File: config.mk
export PLATFORM = sky130hd
export DESIGN_NAME = wdk_monitor
export DESIGN_NICKNAME = d
export VERILOG_FILES = /design/src/rtl/wdk_pkg.sv /design/src/rtl/wdk_sync.sv /design/src/rtl/wdk_edge.sv /design/src/rtl/wdk_timer.sv /design/src/rtl/wdk_monitor.sv
export SDC_FILE = /design/constraint.sdc
export NUM_CORES = 1
export LEC_CHECK = 0
export CAP_MARGIN = 15
export CELL_PAD_IN_SITES_DETAIL_PLACEMENT = 1
export CELL_PAD_IN_SITES_GLOBAL_PLACEMENT = 1
export CORE_MARGIN = 2
export CORE_UTILIZATION = 50
export DETAILED_ROUTE_END_ITERATION = 10
export HOLD_SLACK_MARGIN = 0.03
export PLACE_DENSITY = 0.87
export RECOVER_POWER = 100
export SYNTH_ARGS = -nofsm -noshare
export SYNTH_HDL_FRONTEND = slang
export SYNTH_SLANG_ARGS = --single-unit
export TNS_END_PERCENT = 5
File: constraint.sdc
create_clock -name clk -period 4.88 [get_ports clk]
set_input_delay 0.488 -clock clk [delete_from_list [all_inputs] [get_ports clk]]
set_output_delay 0.488 -clock clk [all_outputs]
set_load 0.02 [all_outputs]
File: src/rtl/wdk_pkg.sv
package wdk_pkg;
  typedef enum logic {
    WD_RUN  = 1'b0,
    WD_WAIT = 1'b1
  } wd_state_e;

  function automatic int cnt_width(input int limit);
    return (limit > 1) ? $clog2(limit) : 1;
  endfunction
endpackage

File: src/rtl/wdk_sync.sv
module wdk_sync #(
  parameter int STAGES = 2
) (
  input  logic clk,
  input  logic rst_n,
  input  logic d_async,
  output logic d_sync
);
  logic [STAGES-1:0] chain;

  genvar g;
  generate
    for (g = 0; g < STAGES; g++) begin : g_stage
      if (g == 0) begin : g_first
        always_ff @(posedge clk or negedge rst_n) begin
          if (!rst_n) chain[0] <= 1'b0;
          else        chain[0] <= d_async;
        end
      end else begin : g_next
        always_ff @(posedge clk or negedge rst_n) begin
          if (!rst_n) chain[g] <= 1'b0;
          else        chain[g] <= chain[g-1];
        end
      end
    end
  endgenerate

  assign d_sync = chain[STAGES-1];
endmodule

File: src/rtl/wdk_edge.sv
module wdk_edge (
  input  logic clk,
  input  logic rst_n,
  input  logic level,
  output logic any_edge
);
  logic level_d;

  always_ff @(posedge clk or negedge rst_n) begin
    if (!rst_n) level_d <= 1'b0;
    else        level_d <= level;
  end

  // rising or falling both qualify
  assign any_edge = level ^ level_d;
endmodule

File: src/rtl/wdk_timer.sv
module wdk_timer
  import wdk_pkg::*;
#(
  parameter int TIMEOUT_CYCLES = 80_000_000,
  localparam int CW = cnt_width(TIMEOUT_CYCLES)
) (
  input  logic          clk,
  input  logic          rst_n,
  input  logic          enable,
  input  logic          rst_active,
  input  logic          kick_edge,
  output logic          expire,
  output logic [CW-1:0] count,
  output logic          waiting
);
  localparam logic [CW-1:0] LIMIT = CW'(TIMEOUT_CYCLES - 1);

  wd_state_e state;

  always_ff @(posedge clk or negedge rst_n) begin
    if (!rst_n) begin
      count  <= '0;
      state  <= WD_RUN;
      expire <= 1'b0;
    end else begin
      expire <= 1'b0;
      if (!enable) begin
        count <= '0;
        state <= WD_RUN;
      end else begin
        case (state)
          WD_WAIT: begin
            count <= '0;
            if (rst_active) state <= WD_RUN;
          end
          default: begin
            if (rst_active || kick_edge) begin
              count <= '0;
            end else if (count == LIMIT) begin
              count  <= '0;
              expire <= 1'b1;
              state  <= WD_WAIT;
            end else begin
              count <= count + 1'b1;
            end
          end
        endcase
      end
    end
  end

  assign waiting = (state == WD_WAIT);
endmodule

File: src/rtl/wdk_monitor.sv
module wdk_monitor
  import wdk_pkg::*;
#(
  parameter int TIMEOUT_CYCLES = 80_000_000,
  parameter int SYNC_STAGES    = 2,
  localparam int CW = cnt_width(TIMEOUT_CYCLES)
) (
  input  logic clk,
  input  logic rst_n,
  input  logic wd_kick,
  input  logic wd_enable,
  input  logic sys_rst_active,
  output logic wd_expire
);
  logic          kick_sync;
  logic          kick_edge;
  logic [CW-1:0] tmr_count;
  logic          tmr_wait;

  wdk_sync #(.STAGES(SYNC_STAGES)) u_sync (
    .clk     (clk),
    .rst_n   (rst_n),
    .d_async (wd_kick),
    .d_sync  (kick_sync)
  );

  wdk_edge u_edge (
    .clk      (clk),
    .rst_n    (rst_n),
    .level    (kick_sync),
    .any_edge (kick_edge)
  );

  wdk_timer #(.TIMEOUT_CYCLES(TIMEOUT_CYCLES)) u_timer (
    .clk        (clk),
    .rst_n      (rst_n),
    .enable     (wd_enable),
    .rst_active (sys_rst_active),
    .kick_edge  (kick_edge),
    .expire     (wd_expire),
    .count      (tmr_count),
    .waiting    (tmr_wait)
  );
endmodule

==> results.cfg, run 1 <==
[outcome]
outcome = finished with violations
violations = capacitance limit, slew limit

[global_routing]
antenna_found_initial = 0
gr-total-overflow = 0
grt_pass1_vias = 1207
grt_use_total_pct = 21.5
grt_max_degree = 33
grt_pass1_wl_mm = 5.52

[critical_path]
crit_slowest_cell = nor4_1
crit_chain = nor4b_1, nand4_1, nor4_1, a21o_1, nor2_1
critPathLaunch = u_timer.count[10]
crit_required_ns = 5.08
crit_buf_inv = 0
r2r_cells = 5
critPathMaxStageDelay_ns = 0.74
timing.rr.start = u_timer.count[10]
cp.depth = 5
worstSetupEndpoint = u_timer.count[2]
rrSetupSlack_ns = 2.30
endpoint_kind = flip-flop
rr_endpoint = u_timer.count[2]
critPathKind = reg -> reg
critPathArrivalTime_ns = 2.78
start_kind = flip-flop
cp_top_family = simple AND/OR/NAND/NOR gates
cp_max_fo = 19

[die]
die_h_um = 59.9
pin_count = 6
coreArea_um2 = 3000
die_area_um2 = 3580
start_util_pct = 52.0
row_count = 20
die_width_um = 59.9

[synthesis]
synth_top_area_cell = dfrtp_1
yosysWarnings = 0
ys.flop_type = dfrtp_1
synth_edf_count = 0
synthCells = 151
yosysMostFrequentCell = dfrtp_1
ys_async_sr_fraction_pct = 100
synth_common_cells = 32 x dfrtp_1, 28 x nor2_1, 15 x xor2_1, 14 x nand4_1, 9 x nand2_1
syn-num-nets = 157
netlist.area_leader.share_pct = 51.3
yosysUniqueCellTypes = 29
yosys-top-cells-area = dfrtp_1 51%, xor2_1 8.4%, nor2_1 6.7%
syn_avg_cell_area_um2 = 10.3
yosysSeqAreaShare_pct = 51.3
syn_area_um2 = 1560
ys_ff_latch = 32

[power]
power.density_nw_per_um2 = 273
power_leakage_nw = 0.669
worst_ir_drop_vdd_mv = 0.124
power_mw = 0.452

[routing]
dr_wl_met2_mm = 1.53
final_antenna_net_count = 0
avgRoutedWirePerCell_um = 16.8
drc = 0
vias = 1137
maxUsedRoutingLayer = met4
met1_length_mm = 1.51
routed_wl_mm = 3.22
route.met3.wl_um = 119
firstDrtPassIters = 4
via_per_inst = 5.92
first_iter_violations = 42

[cts]
post_cts_buffers = 0
clock_latency_ns = 0.34
htree_levels = 2
cts.sinks = 32
cts_made_buffers = 5
cts_buffer_depth = 2
cts_tree = done
cts.clk_slew.worst_paths_ns = 0.10
hold_buffers = 0
cts_resized = 0
root_buffer = clkbuf_4

[sta]
period_share_pct = 52.9
drv_slew = 33
fin_setup_tns_ns = 0
period_minus_slack_ns = 2.58
fmax_ghz = 0.387
slew_headroom_pct = -14.6
rsz0062_at_grt = no
skew_ns = 0.0112
worstMarginPinSlew_ns = 1.72
hold_viol = 0
setup_viol_count_final = 0

[cells_and_area]
drive_gt1_share_pct = 4.40
area_growth_pct = 6.34
fillers = 348
diodes = 0
fin_nets = 165

[placement]
io_buffers = 5
globalplace.congestion = 0.823
dp_hpwl_mm = 2.29

[hold_path]
min_path_type = reg -> reg

[flow_run]
drv_cap = 1
[per-layer routing]
metal	track usage (%)	up-vias
li1	-	549
met1	26.8	566
met2	32.8	15
met3	8.23	7
met4	10.2	0
met5	0	-
[logic make-up after synthesis]
logic type               share of synthesized area (%)
AO/OA/AOI/OAI                                     3.05
AND/OR/NAND/NOR                                   29.1
adder cells (fa/ha/maj)                          0.802
flip-flops                                        51.3
XOR/XNOR                                          12.9
buffers and inverters                             2.81
[per-stage QoR]
stage / cells / utilization [%] / worst slack, ns / area, um2 / hold slack, ns
finish: 192 / 55.3 / 2.30 / 1660 / 0.364
global route: 192 / 55.3 / 2.06 / 1660 / 0.374
CTS: 192 / 56.1 / 2.65 / 1680 / 0.368
detailed placement: 185 / 53.9 / 2.65 / 1620 / 0.346
global placement: 185 / 53.9 / 2.74 / 1620 / 0.333
floorplan: 151 / - / 3.12 / 1560 / 0.192
[registers in the layout, indices dropped and copies added (netlist names)]
| name | flops |
|---|---|
| u_sync.chain | 1 |
| u_edge.level_d | 1 |
| u_timer.waiting | 1 |
| u_timer.expire | 1 |
| u_timer.count | 27 |
| u_sync.d_sync | 1 |
[layout make-up]
| cell class | count | area (um2) | share of cell area [%] |
|---|---|---|---|
| Sequential cell | 32 | 801 | 48.3 |
| Multi-Input combinational cell | 113 | 694 | 41.9 |
| Clock buffer | 7 | 65.1 | 3.92 |
| Timing Repair Buffer | 6 | 53.8 | 3.24 |
| Tap cell | 33 | 41.3 | 2.49 |
| Inverter | 1 | 3.75 | 0.226 |
[where the power goes]
| part | internal, mW | total (mW) | switching, mW |
|---|---|---|---|
| Clock | 0.0816 | 0.170 | 0.0881 |
| Combinational | 0.00418 | 0.0145 | 0.0103 |
| Sequential | 0.267 | 0.268 | 0.00119 |
| Total | 0.353 | 0.452 | 0.0996 |
[cell usage in the layout, fill, tap and decap left out, drive strengths merged, types with 7 or more instances in the layout]
| cell | synthesis | layout |
|---|---|---|
| nand2 | 9 | 9 |
| nand3 | 8 | 8 |
| dfrtp | 32 | 32 |
| nor2 | 28 | 28 |
| clkbuf | 1 | 8 |
| nand4 | 14 | 14 |
| xnor2 | 8 | 8 |
| and4 | 7 | 7 |
| xor2 | 15 | 15 |
[worst min path at each step]
stage                         start             end  slack (ns)  depth (start not counted)
finish              u_sync.chain[0]   u_sync.d_sync        0.36                          0
CTS                 u_sync.chain[0]   u_sync.d_sync        0.37                          0
global placement    u_sync.chain[0]   u_sync.d_sync        0.33                          0
detailed placement  u_sync.chain[0]   u_sync.d_sync        0.35                          0
floorplan                     rst_n  u_edge.level_d        0.19                          0
global route        u_sync.chain[0]   u_sync.d_sync        0.37                          0
[worst reg2reg max path, delay by kind of cell, from the launching register on]
family,cells,cell delay (ns)
flops,1,0.48
simple gates,4,1.34
compound gates,1,0.62
Note: power is estimated with default switching activity, not from simulation.
==> run 2: changes to the inputs <==
CORE_UTILIZATION = 47   (was 50)
PLACE_DENSITY = 0.82   (was 0.87)
clock period = 2.59 ns   (was 4.88 ns; I/O delays follow)
==> run 2 against run 1 <==
The run still ends with capacitance limit, slew limit left. First-iteration DRC count rose by 98%. Design area up 0.98%. Register-to-register slack worse by 1.9 ns. Die area rose by 5.9%. Combinational power rose by 94%. Non-clock buffer count did not move.
==> results.cfg, run 2 (same netlist as run 1, synthesis figures left out) <==
[cells_and_area]
layout_commonest_cell = dfrtp_1
final_cell_mix = 32 x dfrtp_1, 28 x nor2_1, 15 x xor2_1, 14 x nand4_1, 9 x nand2_1
fillers = 387
seq_area_um2 = 801
diodes = 0
largest_register_ffs = 27
area_growth_pct = 7.38
multi_input_area_um2 = 716
drive_gt1_share_pct = 5.03
fin_nets = 165
top_register = u_timer.count

[power]
clkPwrFrac_pct = 32.9
intPower_mw = 0.610
seqPwrFrac_pct = 63.6
worst_ir_drop_vdd_mv = 0.215
switching_share_pct = 23.1
p_comb_share_pct = 3.5
p_switching_mw = 0.184
power_leakage_nw = 0.662
power.density_nw_per_um2 = 474

[critical_path]
critPathKind = reg -> reg
start_kind = flip-flop
crit_buf_inv = 0
cp_max_fo = 19
endpoint_kind = flip-flop
critPathMaxStageDelay_ns = 0.57
crit_chain = nor4b_2, nand4_1, nor4_4, a21o_1, nor2_1
cp_top_family = simple AND/OR/NAND/NOR gates
crit_slowest_cell = a21o_1
critPathArrivalTime_ns = 2.38
crit_required_ns = 2.77

[sta]
fin_setup_tns_ns = 0
period_minus_slack_ns = 2.19
hold_viol = 0
fmax_ghz = 0.456
period_share_pct = 84.7
worstMarginPinSlew_ns = 1.74
drv_slew = 33
skew_ns = 0.00663
slew_headroom_pct = -15.7
rsz0062_at_grt = no
whs_ns = 0.366
setup_viol_count_final = 0

[cts]
hold_buffers = 0
cts_made_buffers = 5
cts.sinks = 32
htree_levels = 2
cts_buffer_depth = 2
cts_resized = 0
clock_latency_ns = 0.32
post_cts_buffers = 0
cts_tree = done
cts.clk_slew.worst_paths_ns = 0.10
root_buffer = clkbuf_4

[global_routing]
antenna_found_initial = 0
gr-total-overflow = 0
grt_use_total_pct = 21.9
grt_pass1_vias = 1241
grt_pass1_wl_mm = 5.89
grt_max_degree = 33

[placement]
globalplace.congestion = 0.828
dp_hpwl_mm = 2.49
io_buffers = 5

[die]
die_area_um2 = 3800
die_h_um = 61.6
pin_count = 6
row_count = 20
die_width_um = 61.6
coreArea_um2 = 3100
start_util_pct = 50.3

[routing]
firstDrtPassIters = 4
first_iter_violations = 83
met1_length_mm = 1.49
via_per_inst = 5.64
dr_wl_met2_mm = 1.75
avgRoutedWirePerCell_um = 16.9
final_antenna_net_count = 0
vias = 1145
route.met3.wl_um = 102
maxUsedRoutingLayer = met4
drc = 0
routed_wl_mm = 3.44

[outcome]
violations = capacitance limit, slew limit
outcome = finished with violations

[flow_run]
drv_cap = 1

[hold_path]
min_path_type = reg -> reg
==> run 2: changes by cell type in the layout (fill, tap and decap cells not counted) <==
cell,change
clkbuf_1,+1
clkbuf_8,-2
clkinv_2,+1
nor4_1,-1
nor4_4,+1
nor4b_1,-1
nor4b_2,+1
==> run 2: final timing paths <==
path / start / end / slack, ns / depth (start not counted)
setup / recovery: u_timer.count[10] / u_timer.count[22] / 0.40 / 5
hold / removal: u_sync.chain[0] / u_sync.d_sync / 0.37 / 0
setup reg to reg: u_timer.count[10] / u_timer.count[22] / 0.40 / 5
hold reg to reg: u_sync.chain[0] / u_sync.d_sync / 0.37 / 0
max in group asynchronous: rst_n / u_timer.count[20] / 0.64 / 2
min in group asynchronous: rst_n / u_edge.level_d / 0.94 / 2
==> run 2: final cells by class <==
type | instances | area share (%)
flip-flops and latches | 32 | 47.8
multi-input cells | 113 | 42.7
well taps | 44 | 3.29
repair buffers | 6 | 3.21
clock buffers | 6 | 2.46
clock inverters | 1 | 0.299
inverters | 1 | 0.224
==> run 2: power groups by stage <==
stage / Clock [mW] / Sequential, mW / Combinational, mW
CTS: 0.271 / 0.505 / 0.0305
global route: 0.299 / 0.506 / 0.0317
floorplan: 0 / 0.514 / 0.0134
detailed placement: 0 / 0.515 / 0.0305
global placement: 0 / 0.514 / 0.0289
finish: 0.261 / 0.505 / 0.0282
==> run 2: layer usage <==
layer  GRT usage [%]  up-vias
li1                -      543
met1            27.7      566
met2            35.8       25
met3            5.04       11
met4            9.42        0
met5               0        -
==> run 2: stage by stage <==
| stage | power [mW] | instance area [um2] | cells | setup WS, ns | utilization, % |
|---|---|---|---|---|---|
| final | 0.794 | 1680 | 203 | 0.396 | 54.0 |
| after global routing | 0.836 | 1680 | 203 | 0.180 | 54.0 |
| after CTS | 0.807 | 1680 | 203 | 0.366 | 54.1 |
| after detailed placement | 0.545 | 1630 | 196 | 0.385 | 52.6 |
| after global placement | 0.543 | 1630 | 196 | 0.489 | 52.6 |
| after floorplan | 0.528 | 1560 | 151 | 0.827 | - |
==> run 3: changes to the inputs <==
CORE_UTILIZATION = 42   (was 47)
PLACE_DENSITY = 0.78   (was 0.82)
clock period = 1.9 ns   (was 2.59 ns; I/O delays follow)
==> run 3 against run 2 <==
The run now ends clean. Clock-buffer cell count is 1 higher. First-iteration DRC count is 37% lower. Hold slack worse by 0.0046 ns. Maximum frequency is 21% higher. Power is 61% higher. Register-to-register slack worse by 0.32 ns. Critical path depth is 1 higher. Clock power is 110% higher. Die area is 11% higher. Via count is 4.2% higher. Non-clock buffer count is 11 higher.
==> results.cfg, run 3 (same netlist as run 1, synthesis figures left out) <==
[sta]
worstMarginPinSlew_ns = 0.787
slew_headroom_pct = 47.5
drv_slew = 0
setup_viol_count_final = 0
period_share_pct = 95.7
hold_viol = 0
period_minus_slack_ns = 1.82
rsz0062_at_grt = yes
skew_ns = 0.00705
fin_setup_tns_ns = 0
fmax_ghz = 0.550

[routing]
first_iter_violations = 52
routed_wl_mm = 3.44
final_antenna_net_count = 0
drc = 0
via_per_inst = 5.45
firstDrtPassIters = 4
avgRoutedWirePerCell_um = 15.7
vias = 1193

[cts]
cts.clk_slew.worst_paths_ns = 0.06
root_buffer = clkbuf_8
cts_tree = done
cts_made_buffers = 5
htree_levels = 2
cts_buffer_depth = 2
cts.sinks = 32
clock_latency_ns = 0.28

[cells_and_area]
largest_register_ffs = 27
top_register = u_timer.count
layout_commonest_cell = dfrtp_1
fin_area_um2 = 1820
final_cell_mix = 32 x dfrtp_1, 28 x nor2_1, 15 x xor2_1, 14 x nand4_1, 9 x nand2_1
area_growth_pct = 16.8
diodes = 0
drive_gt1_share_pct = 13.5
fin_nets = 176

[die]
start_util_pct = 43.3
die_area_um2 = 4220
die_width_um = 65.0
coreArea_um2 = 3610
die_h_um = 65.0
row_count = 22
pin_count = 6

[critical_path]
start_kind = flip-flop
critPathMaxStageDelay_ns = 0.40
crit_slowest_cell = dfrtp_1
critPathKind = reg -> reg
crit_buf_inv = 1
crit_required_ns = 2.11
cp_top_family = simple AND/OR/NAND/NOR gates
endpoint_kind = flip-flop
crit_chain = ha_1, and4_1, and3_2, a21o_1, buf_12, nor2_1
critPathArrivalTime_ns = 2.03
cp_max_fo = 16

[global_routing]
grt_max_degree = 33
antenna_found_initial = 0
grt_pass1_wl_mm = 6.13
grt_use_total_pct = 19.6
gr-total-overflow = 0
grt_pass1_vias = 1248

[placement]
placed_area_um2 = 1720
io_buffers = 5
dp_hpwl_mm = 2.42
globalplace.congestion = 0.875

[outcome]
outcome = finished, final reports clean

[power]
worst_ir_drop_vdd_mv = 0.320
power.density_nw_per_um2 = 701
power_leakage_nw = 0.744

[hold_path]
min_path_type = reg -> reg

[flow_run]
drv_cap = 0
## run 3: changes by cell type in the layout (fill, tap and decap cells not counted), moves of 2 or more
cell	change
clkbuf_8	+6
nor4_2	+2
buf_4	+8
clkbuf_4	-3
## run 3: where the power goes
part,internal (mW),switching [mW]
clock network,0.294,0.249
registers,0.686,0.00291
logic,0.0188,0.0275
total,0.999,0.279
## run 3: worst paths after layout
kind / from / end / slack, ns / depth (start not counted)
max: u_timer.count[0] / u_timer.count[9] / 0.08 / 6
min: u_sync.chain[0] / u_sync.d_sync / 0.36 / 0
max reg2reg: u_timer.count[0] / u_timer.count[9] / 0.08 / 6
min reg2reg: u_sync.chain[0] / u_sync.d_sync / 0.36 / 0
max in group asynchronous: rst_n / u_timer.count[6] / 0.88 / 2
min in group asynchronous: rst_n / u_timer.count[24] / 0.51 / 2
## run 3: per-layer routing
metal	track usage, %	part of all wire [%]
met1	26.1	48
met4	11.2	1.3
met2	30.2	49
met5	0	0
met3	3.13	2.3
## run 3: final cells by class
type	instances	area [um2]
Clock buffer	7	86.3
Clock inverter	1	7.51
Fill cell	401	1780
Inverter	1	3.75
Multi-Input combinational cell	113	714
Sequential cell	32	801
Tap cell	48	60.1
Timing Repair Buffer	17	150
## run 3: what timing repair did
action | in CTS | in global routing
hold buffers | 0 | 0
resized for setup | 1 | 1
cloned | 0 | 0
setup endpoints to repair | 15 | 18
setup buffers | 0 | 2
pin swaps | 0 | 1
## run 3: per-stage QoR
step	total power [mW]	hold slack [ns]	util [%]	setup WS (ns)	std cells
global placement	0.746	0.344	47.6	0.0955	209
detailed placement	0.748	0.339	47.6	-0.00959	209
CTS	1.30	0.314	50.3	0.0647	217
floorplan	0.719	-0.106	-	0.137	151
finish	1.28	0.362	50.6	0.0812	219
global route	1.33	0.370	50.6	-0.0261	219
